--- src/rtl/phy_creg_pkg.sv ---
package phy_creg_pkg;
  localparam int BUS_W  = 32;
  localparam int ADDR_W = 8;
  localparam int DATA_W = 16;
  localparam int N_CMD  = 4;

  typedef enum logic [1:0] {
    OP_ADDR  = 2'd0,
    OP_DATA  = 2'd1,
    OP_WRITE = 2'd2,
    OP_READ  = 2'd3
  } creg_op_e;

  localparam logic [ADDR_W-1:0] OFS_DIN  = 8'h3C;
  localparam logic [ADDR_W-1:0] OFS_DOUT = 8'h40;
  // command offsets indexed by op code
  localparam logic [ADDR_W-1:0] OFS_CMD [N_CMD] = '{8'h44, 8'h48, 8'h50, 8'h4C};
endpackage

--- src/rtl/creg_host_regs.sv ---
module creg_host_regs
  import phy_creg_pkg::*;
(
  input  logic              clk_i,
  input  logic              rst_ni,
  input  logic              bus_we_i,
  input  logic [ADDR_W-1:0] bus_addr_i,
  input  logic [BUS_W-1:0]  bus_wdata_i,
  output logic [BUS_W-1:0]  bus_rdata_o,
  input  logic [N_CMD-1:0]  cmd_busy_i,
  input  logic              busy_i,
  output logic              start_o,
  output creg_op_e          start_op_o,
  output logic [DATA_W-1:0] din_o,
  input  logic              rd_done_i,
  input  logic [DATA_W-1:0] rd_data_i
);
  localparam int PAD_W = BUS_W - DATA_W;

  logic [DATA_W-1:0] din_q, dout_q;
  logic [N_CMD-1:0]  cmd_hit;

  for (genvar k = 0; k < N_CMD; k++) begin : g_hit
    assign cmd_hit[k] = bus_we_i && bus_wdata_i[0] && (bus_addr_i == OFS_CMD[k]);
  end

  always_comb begin
    start_op_o = OP_ADDR;
    for (int k = 0; k < N_CMD; k++)
      if (cmd_hit[k]) start_op_o = creg_op_e'(k);
  end

  // commands landing during a busy operation are dropped
  assign start_o = (|cmd_hit) && !busy_i;
  assign din_o   = din_q;

  always_ff @(posedge clk_i or negedge rst_ni) begin
    if (!rst_ni) begin
      din_q  <= '0;
      dout_q <= '0;
    end else begin
      if (bus_we_i && bus_addr_i == OFS_DIN) din_q <= bus_wdata_i[DATA_W-1:0];
      if (rd_done_i) dout_q <= rd_data_i;
    end
  end

  always_comb begin
    bus_rdata_o = '0;
    if (bus_addr_i == OFS_DIN)  bus_rdata_o = {{PAD_W{1'b0}}, din_q};
    if (bus_addr_i == OFS_DOUT) bus_rdata_o = {{PAD_W{1'b0}}, dout_q};
    for (int k = 0; k < N_CMD; k++)
      if (bus_addr_i == OFS_CMD[k]) bus_rdata_o = {{(BUS_W-1){1'b0}}, cmd_busy_i[k]};
  end
endmodule

--- src/rtl/creg_seq.sv ---
module creg_seq
  import phy_creg_pkg::*;
(
  input  logic              clk_i,
  input  logic              rst_ni,
  input  logic              start_i,
  input  creg_op_e          op_i,
  input  logic [DATA_W-1:0] data_i,
  output logic              busy_o,
  output logic [N_CMD-1:0]  cmd_busy_o,
  output logic              rd_done_o,
  output logic [DATA_W-1:0] rd_data_o,
  output logic              phy_req_o,
  output logic [1:0]        phy_op_o,
  output logic [DATA_W-1:0] phy_data_o,
  input  logic              phy_ack_i,
  input  logic [DATA_W-1:0] phy_rdata_i
);
  typedef enum logic [1:0] {S_IDLE, S_REQ, S_REL} state_e;

  state_e            state_q;
  creg_op_e          op_q;
  logic [DATA_W-1:0] data_q;

  always_ff @(posedge clk_i or negedge rst_ni) begin
    if (!rst_ni) begin
      state_q <= S_IDLE;
      op_q    <= OP_ADDR;
      data_q  <= '0;
    end else begin
      unique case (state_q)
        S_IDLE: if (start_i) begin
          state_q <= S_REQ;
          op_q    <= op_i;
          data_q  <= data_i;
        end
        S_REQ:   if (phy_ack_i) state_q <= S_REL;
        S_REL:   if (!phy_ack_i) state_q <= S_IDLE;
        default: state_q <= S_IDLE;
      endcase
    end
  end

  assign busy_o     = state_q != S_IDLE;
  assign phy_req_o  = state_q == S_REQ;
  assign phy_op_o   = op_q;
  assign phy_data_o = data_q;
  assign rd_done_o  = phy_req_o && phy_ack_i && op_q == OP_READ;
  assign rd_data_o  = phy_rdata_i;

  for (genvar k = 0; k < N_CMD; k++) begin : g_busy
    assign cmd_busy_o[k] = busy_o && (op_q == creg_op_e'(k));
  end
endmodule

--- src/rtl/phy_creg_bridge.sv ---
module phy_creg_bridge
  import phy_creg_pkg::*;
(
  input  logic              clk_i,
  input  logic              rst_ni,
  input  logic              bus_we_i,
  input  logic [ADDR_W-1:0] bus_addr_i,
  input  logic [BUS_W-1:0]  bus_wdata_i,
  output logic [BUS_W-1:0]  bus_rdata_o,
  output logic              phy_req_o,
  output logic [1:0]        phy_op_o,
  output logic [DATA_W-1:0] phy_data_o,
  input  logic              phy_ack_i,
  input  logic [DATA_W-1:0] phy_rdata_i
);
  logic              busy, start, rd_done;
  logic [N_CMD-1:0]  cmd_busy;
  creg_op_e          start_op;
  logic [DATA_W-1:0] din, rd_data;

  creg_host_regs i_regs (
    .clk_i, .rst_ni, .bus_we_i, .bus_addr_i, .bus_wdata_i, .bus_rdata_o,
    .cmd_busy_i(cmd_busy), .busy_i(busy), .start_o(start),
    .start_op_o(start_op), .din_o(din),
    .rd_done_i(rd_done), .rd_data_i(rd_data)
  );

  creg_seq i_seq (
    .clk_i, .rst_ni, .start_i(start), .op_i(start_op), .data_i(din),
    .busy_o(busy), .cmd_busy_o(cmd_busy), .rd_done_o(rd_done),
    .rd_data_o(rd_data), .phy_req_o, .phy_op_o, .phy_data_o,
    .phy_ack_i, .phy_rdata_i
  );
endmodule

--- config.mk ---
export PLATFORM = sky130hd
export DESIGN_NAME = phy_creg_bridge
export DESIGN_NICKNAME = d
export VERILOG_FILES = /design/src/rtl/phy_creg_pkg.sv /design/src/rtl/creg_host_regs.sv /design/src/rtl/creg_seq.sv /design/src/rtl/phy_creg_bridge.sv
export SDC_FILE = /design/constraint.sdc
export NUM_CORES = 1
export LEC_CHECK = 0
export ABC_AREA = 1
export CAP_MARGIN = 20
export CORE_MARGIN = 5
export CORE_UTILIZATION = 35
export CTS_BUF_LIST = sky130_fd_sc_hd__clkbuf_8 sky130_fd_sc_hd__clkbuf_16
export DETAILED_ROUTE_END_ITERATION = 12
export PLACE_DENSITY = 0.7
export SLEW_MARGIN = 20
export SYNTH_ARGS = -nofsm -noshare
export SYNTH_HDL_FRONTEND = slang
export SYNTH_SLANG_ARGS = --single-unit
export TNS_END_PERCENT = 5
--- constraint.sdc ---
create_clock -name clk_i -period 1.5 [get_ports clk_i]
set_clock_uncertainty 0.15 [all_clocks]
set_input_delay 0.3 -clock clk_i [delete_from_list [all_inputs] [get_ports clk_i]]
set_output_delay 0.3 -clock clk_i [all_outputs]
set_load 0.005 [all_outputs]
==> impl_metrics.yaml <==
sta:
  final-hold-violation-count: 0
  finalWorstPathRequiredPeriod_ps: 1790
  hold_ws_ps: 351
  slew_violations: 0
  rsz0062_at_grt: "true"
  final.period_utilization: 1.19
  max_freq_ghz: 0.558
  setup_viol: 53
  layout_setup_ws_ps: -292
routing:
  dr_total_vias: 2457
  first_pass_iters: 4
  route.detailed.vias_per_inst: 4.50
  routed_wl_um: 7190
  drc_violation_count_after_routing: 0
  postRouteAntennaNets: 0
  drtIter0Drc: 119
  wl_per_cell_um: 13.2
worst_setup_path:
  regToRegSetupSlack_ps: -140
  worst_r2r_endpoint: "i_seq.phy_data_o[9]"
  r2r_cells: 9
  endpoint_kind: "primary output"
  worstPathMaxFanout: 2
  worst-setup-path-type: "flip-flop to primary output"
  cp_data_arrival_time_ps: 1340
  timing.rr.start: "i_seq.state_q[1]"
  nature_of_the_critical_path_startpoint: "flip-flop"
  worst_ep_required_time_ps: 1050
placed_design:
  place_area_mm2: 0.00382
  gp_congestion: 0.816
  post-place-cells: 521
  detailed_placer_s_ending_hpwl_um: 5240
  io_buffer_count: 78
floorplanning:
  floorplan.rows: 32
  floorplan.die.width_um: 98.6
  die_area_mm2: 0.00971
  start_util: 0.357
  design.portCount: 111
  core-area_mm2: 0.00769
  dieHeight_um: 98.6
synthesis:
  number_of_warnings_reported_in_the_yosys_synthesis_log: 0
  syn-cell-area_mm2: 0.00275
  post_synth.cell_area_avg_um2: 8.63
  largest_area_contributor_in_the_synthesized_netlist: "dfrtp_1"
  synthDominantCellAreaShare: 0.474
  cell_types_with_the_largest_area_share_after_synthesis: "dfrtp_1 (47%), nand2_1 (17%), nand3_1 (6.0%)"
  syn_inst: 318
  ys_ff_latch: 52
  synth_cell_type_count: 28
  sequential_area_share_after_synthesis: 0.474
power_and_ir_drop:
  leakagePower_nw: 2.37
  peakVddDrop_mv: 0.551
  powerDensity_mw_per_mm2: 618
  power_mw: 2.53
status:
  failed_checks: "setup timing"
  run_status: "complete, but fails checks"
global_route:
  grt.total_usage: 0.149
  grt_max_degree: 53
  grt_pass1_wl_um: 12000
  first_global_vias: 2536
  grt.overflow.total: 0
  initial_antenna_violation_count: 0
clock_network:
  max_clock_buf_depth: 2
  insertion_delay_ps: 300
  clock_input_transition_at_the_sequential_cells_of_the_worst_setup_and_hold_paths_ps: 100
  numCtsBuffers: 5
  clock_root_cell: "clkbuf_8"
  tritoncts_num_sinks: 52
  tritoncts: "done"
  max_h_tree_level: 2
finish:
  antenna_cells_inserted: 0
  post-route-util: 0.533
  syn_to_final_growth_pct: 49.3
  finalNonFillerCells: 546
  layout-drive-gt1-share: 0.376
  post-route-cell-area_mm2: 0.00410
  finalNetCount: 504
worst_hold_path:
  holdCritPathClass: "input port to async pin"
run:
  number_of_max_cap_violations: 0
==> critical path, cell delays in order (launching register included) <==
cell and delay [ps]:
dfrtp_1 400, nor2_2 150, buf_4 140, nor3_2 30
nand3_1 80, nand4_1 110, buf_2 140
==> layout by cell type, fill, tap and decap left out, types with 2 or more instances in the layout <==
cell / Yosys / layout
nand4_1: 2 / 2
mux2_2: 13 / 13
nand3_2: 8 / 9
nor2_1: 9 / 7
a21oi_1: 2 / 2
nor2_2: 2 / 2
conb_1: 1 / 16
inv_4: 0 / 2
inv_2: 4 / 7
buf_4: 19 / 41
clkdlybuf4s50_1: 0 / 34
dlygate4sd2_1: 0 / 16
o21ai_2: 0 / 4
buf_12: 1 / 3
nand3_1: 33 / 32
mux2_1: 3 / 3
nor2_4: 2 / 4
dfrtp_1: 52 / 52
nand2_2: 5 / 21
inv_1: 16 / 10
buf_6: 5 / 16
buf_2: 4 / 21
clkbuf_8: 0 / 5
nand2_4: 2 / 9
nand2_1: 124 / 101
==> how the worst max path moves through the flow <==
| stage | to | from | cells past startpoint | slack (ps) |
|---|---|---|---|---|
| 2_1_floorplan | bus_rdata_o[10] | bus_addr_i[0] | 10 | -10 |
| 3_3_place_gp | bus_rdata_o[6] | bus_addr_i[5] | 10 | -1030 |
| 3_5_place_dp | bus_rdata_o[6] | bus_addr_i[3] | 10 | -1070 |
| 4_1_cts | bus_rdata_o[15] | bus_addr_i[3] | 13 | -350 |
| 5_1_grt | bus_rdata_o[0] | i_seq.state_q[1] | 6 | -380 |
| 6_report | bus_rdata_o[0] | i_seq.state_q[1] | 6 | -290 |
==> registers in the layout, summed over array words and instances (netlist names) <==
| signal | flops |
|---|---|
| i_seq.phy_data_o | 16 |
| i_regs.din_o | 16 |
| i_seq.phy_op_o | 2 |
| i_regs.dout_q | 16 |
| i_seq.state_q | 2 |
==> cell families (layout without fill, tap and decap cells) <==
logic type | after synthesis | count (layout) | synth area share
other | 1 | 16 | 0.00137
multiplexers | 16 | 16 | 0.0656
flip-flops | 52 | 52 | 0.474
AO/OA/AOI/OAI | 7 | 7 | 0.0155
AND/OR/NAND/NOR | 192 | 192 | 0.328
buffers and inverters | 50 | 161 | 0.116
==> synth_stat cells <==
cell      instances
conb_1            1
o211ai_2          1
a21oi_1           2
buf_4            19
nand2_1         124
buf_12            1
nor2_1            9
nor2_4            2
mux2_1            3
inv_1            16
nor2_2            2
nand2_4           2
inv_2             4
buf_2             4
nand3_2           8
clkbuf_1          1
nand3_4           1
nor3_1            2
nand2_2           5
dfrtp_1          52
o21ai_0           1
nand3_1          33
buf_6             5
and2_1            1
mux2_2           13
o21ai_1           3
nand4_1           2
nor2_8            1
==> metrics by stage <==
stage               setup TNS (ps)  setup WS (ps)
finish                       -7220           -292
global route                -11140           -375
CTS                          -6550           -346
detailed placement          -38850          -1070
global placement            -38530          -1030
floorplan                    -38.6          -12.9
==> report_power, final <==
group	switching [mW]	leakage [nW]	internal (mW)
Clock	0.442	0.0400	0.317
Combinational	0.143	1.61	0.178
Sequential	0.0231	0.723	1.43
Total	0.608	2.37	1.92
==> area by class of cell <==
cell class	instances	area (µm²)
clock buffer	5	68.8
tap	102	128
fill	723	3590
timing repair buffer	134	1190
sequential	52	1300
clock inverter	2	12.5
multi-input combinational	231	1320
inverter	20	85.1
==> layer usage <==
layer  vias to the layer above  wire, µm  track usage
li1                       1220         -            -
met1                      1156      3160        0.194
met2                        72      3500        0.253
met3                         9       396       0.0311
met4                         0       127       0.0378
met5                         -         0            0
==> what timing repair did <==
| item | CTS | global route |
|---|---|---|
| endpoints found under the hold margin | 52 | 0 |
| pin swaps | 25 | 15 |
| setup buffers | 13 | 7 |
| setup endpoints to repair | 86 | 52 |
| hold buffers | 1 | 0 |
| gates resized for setup | 165 | 28 |
| gates cloned | 1 | 0 |
Note: power is estimated with default switching activity, not from simulation.
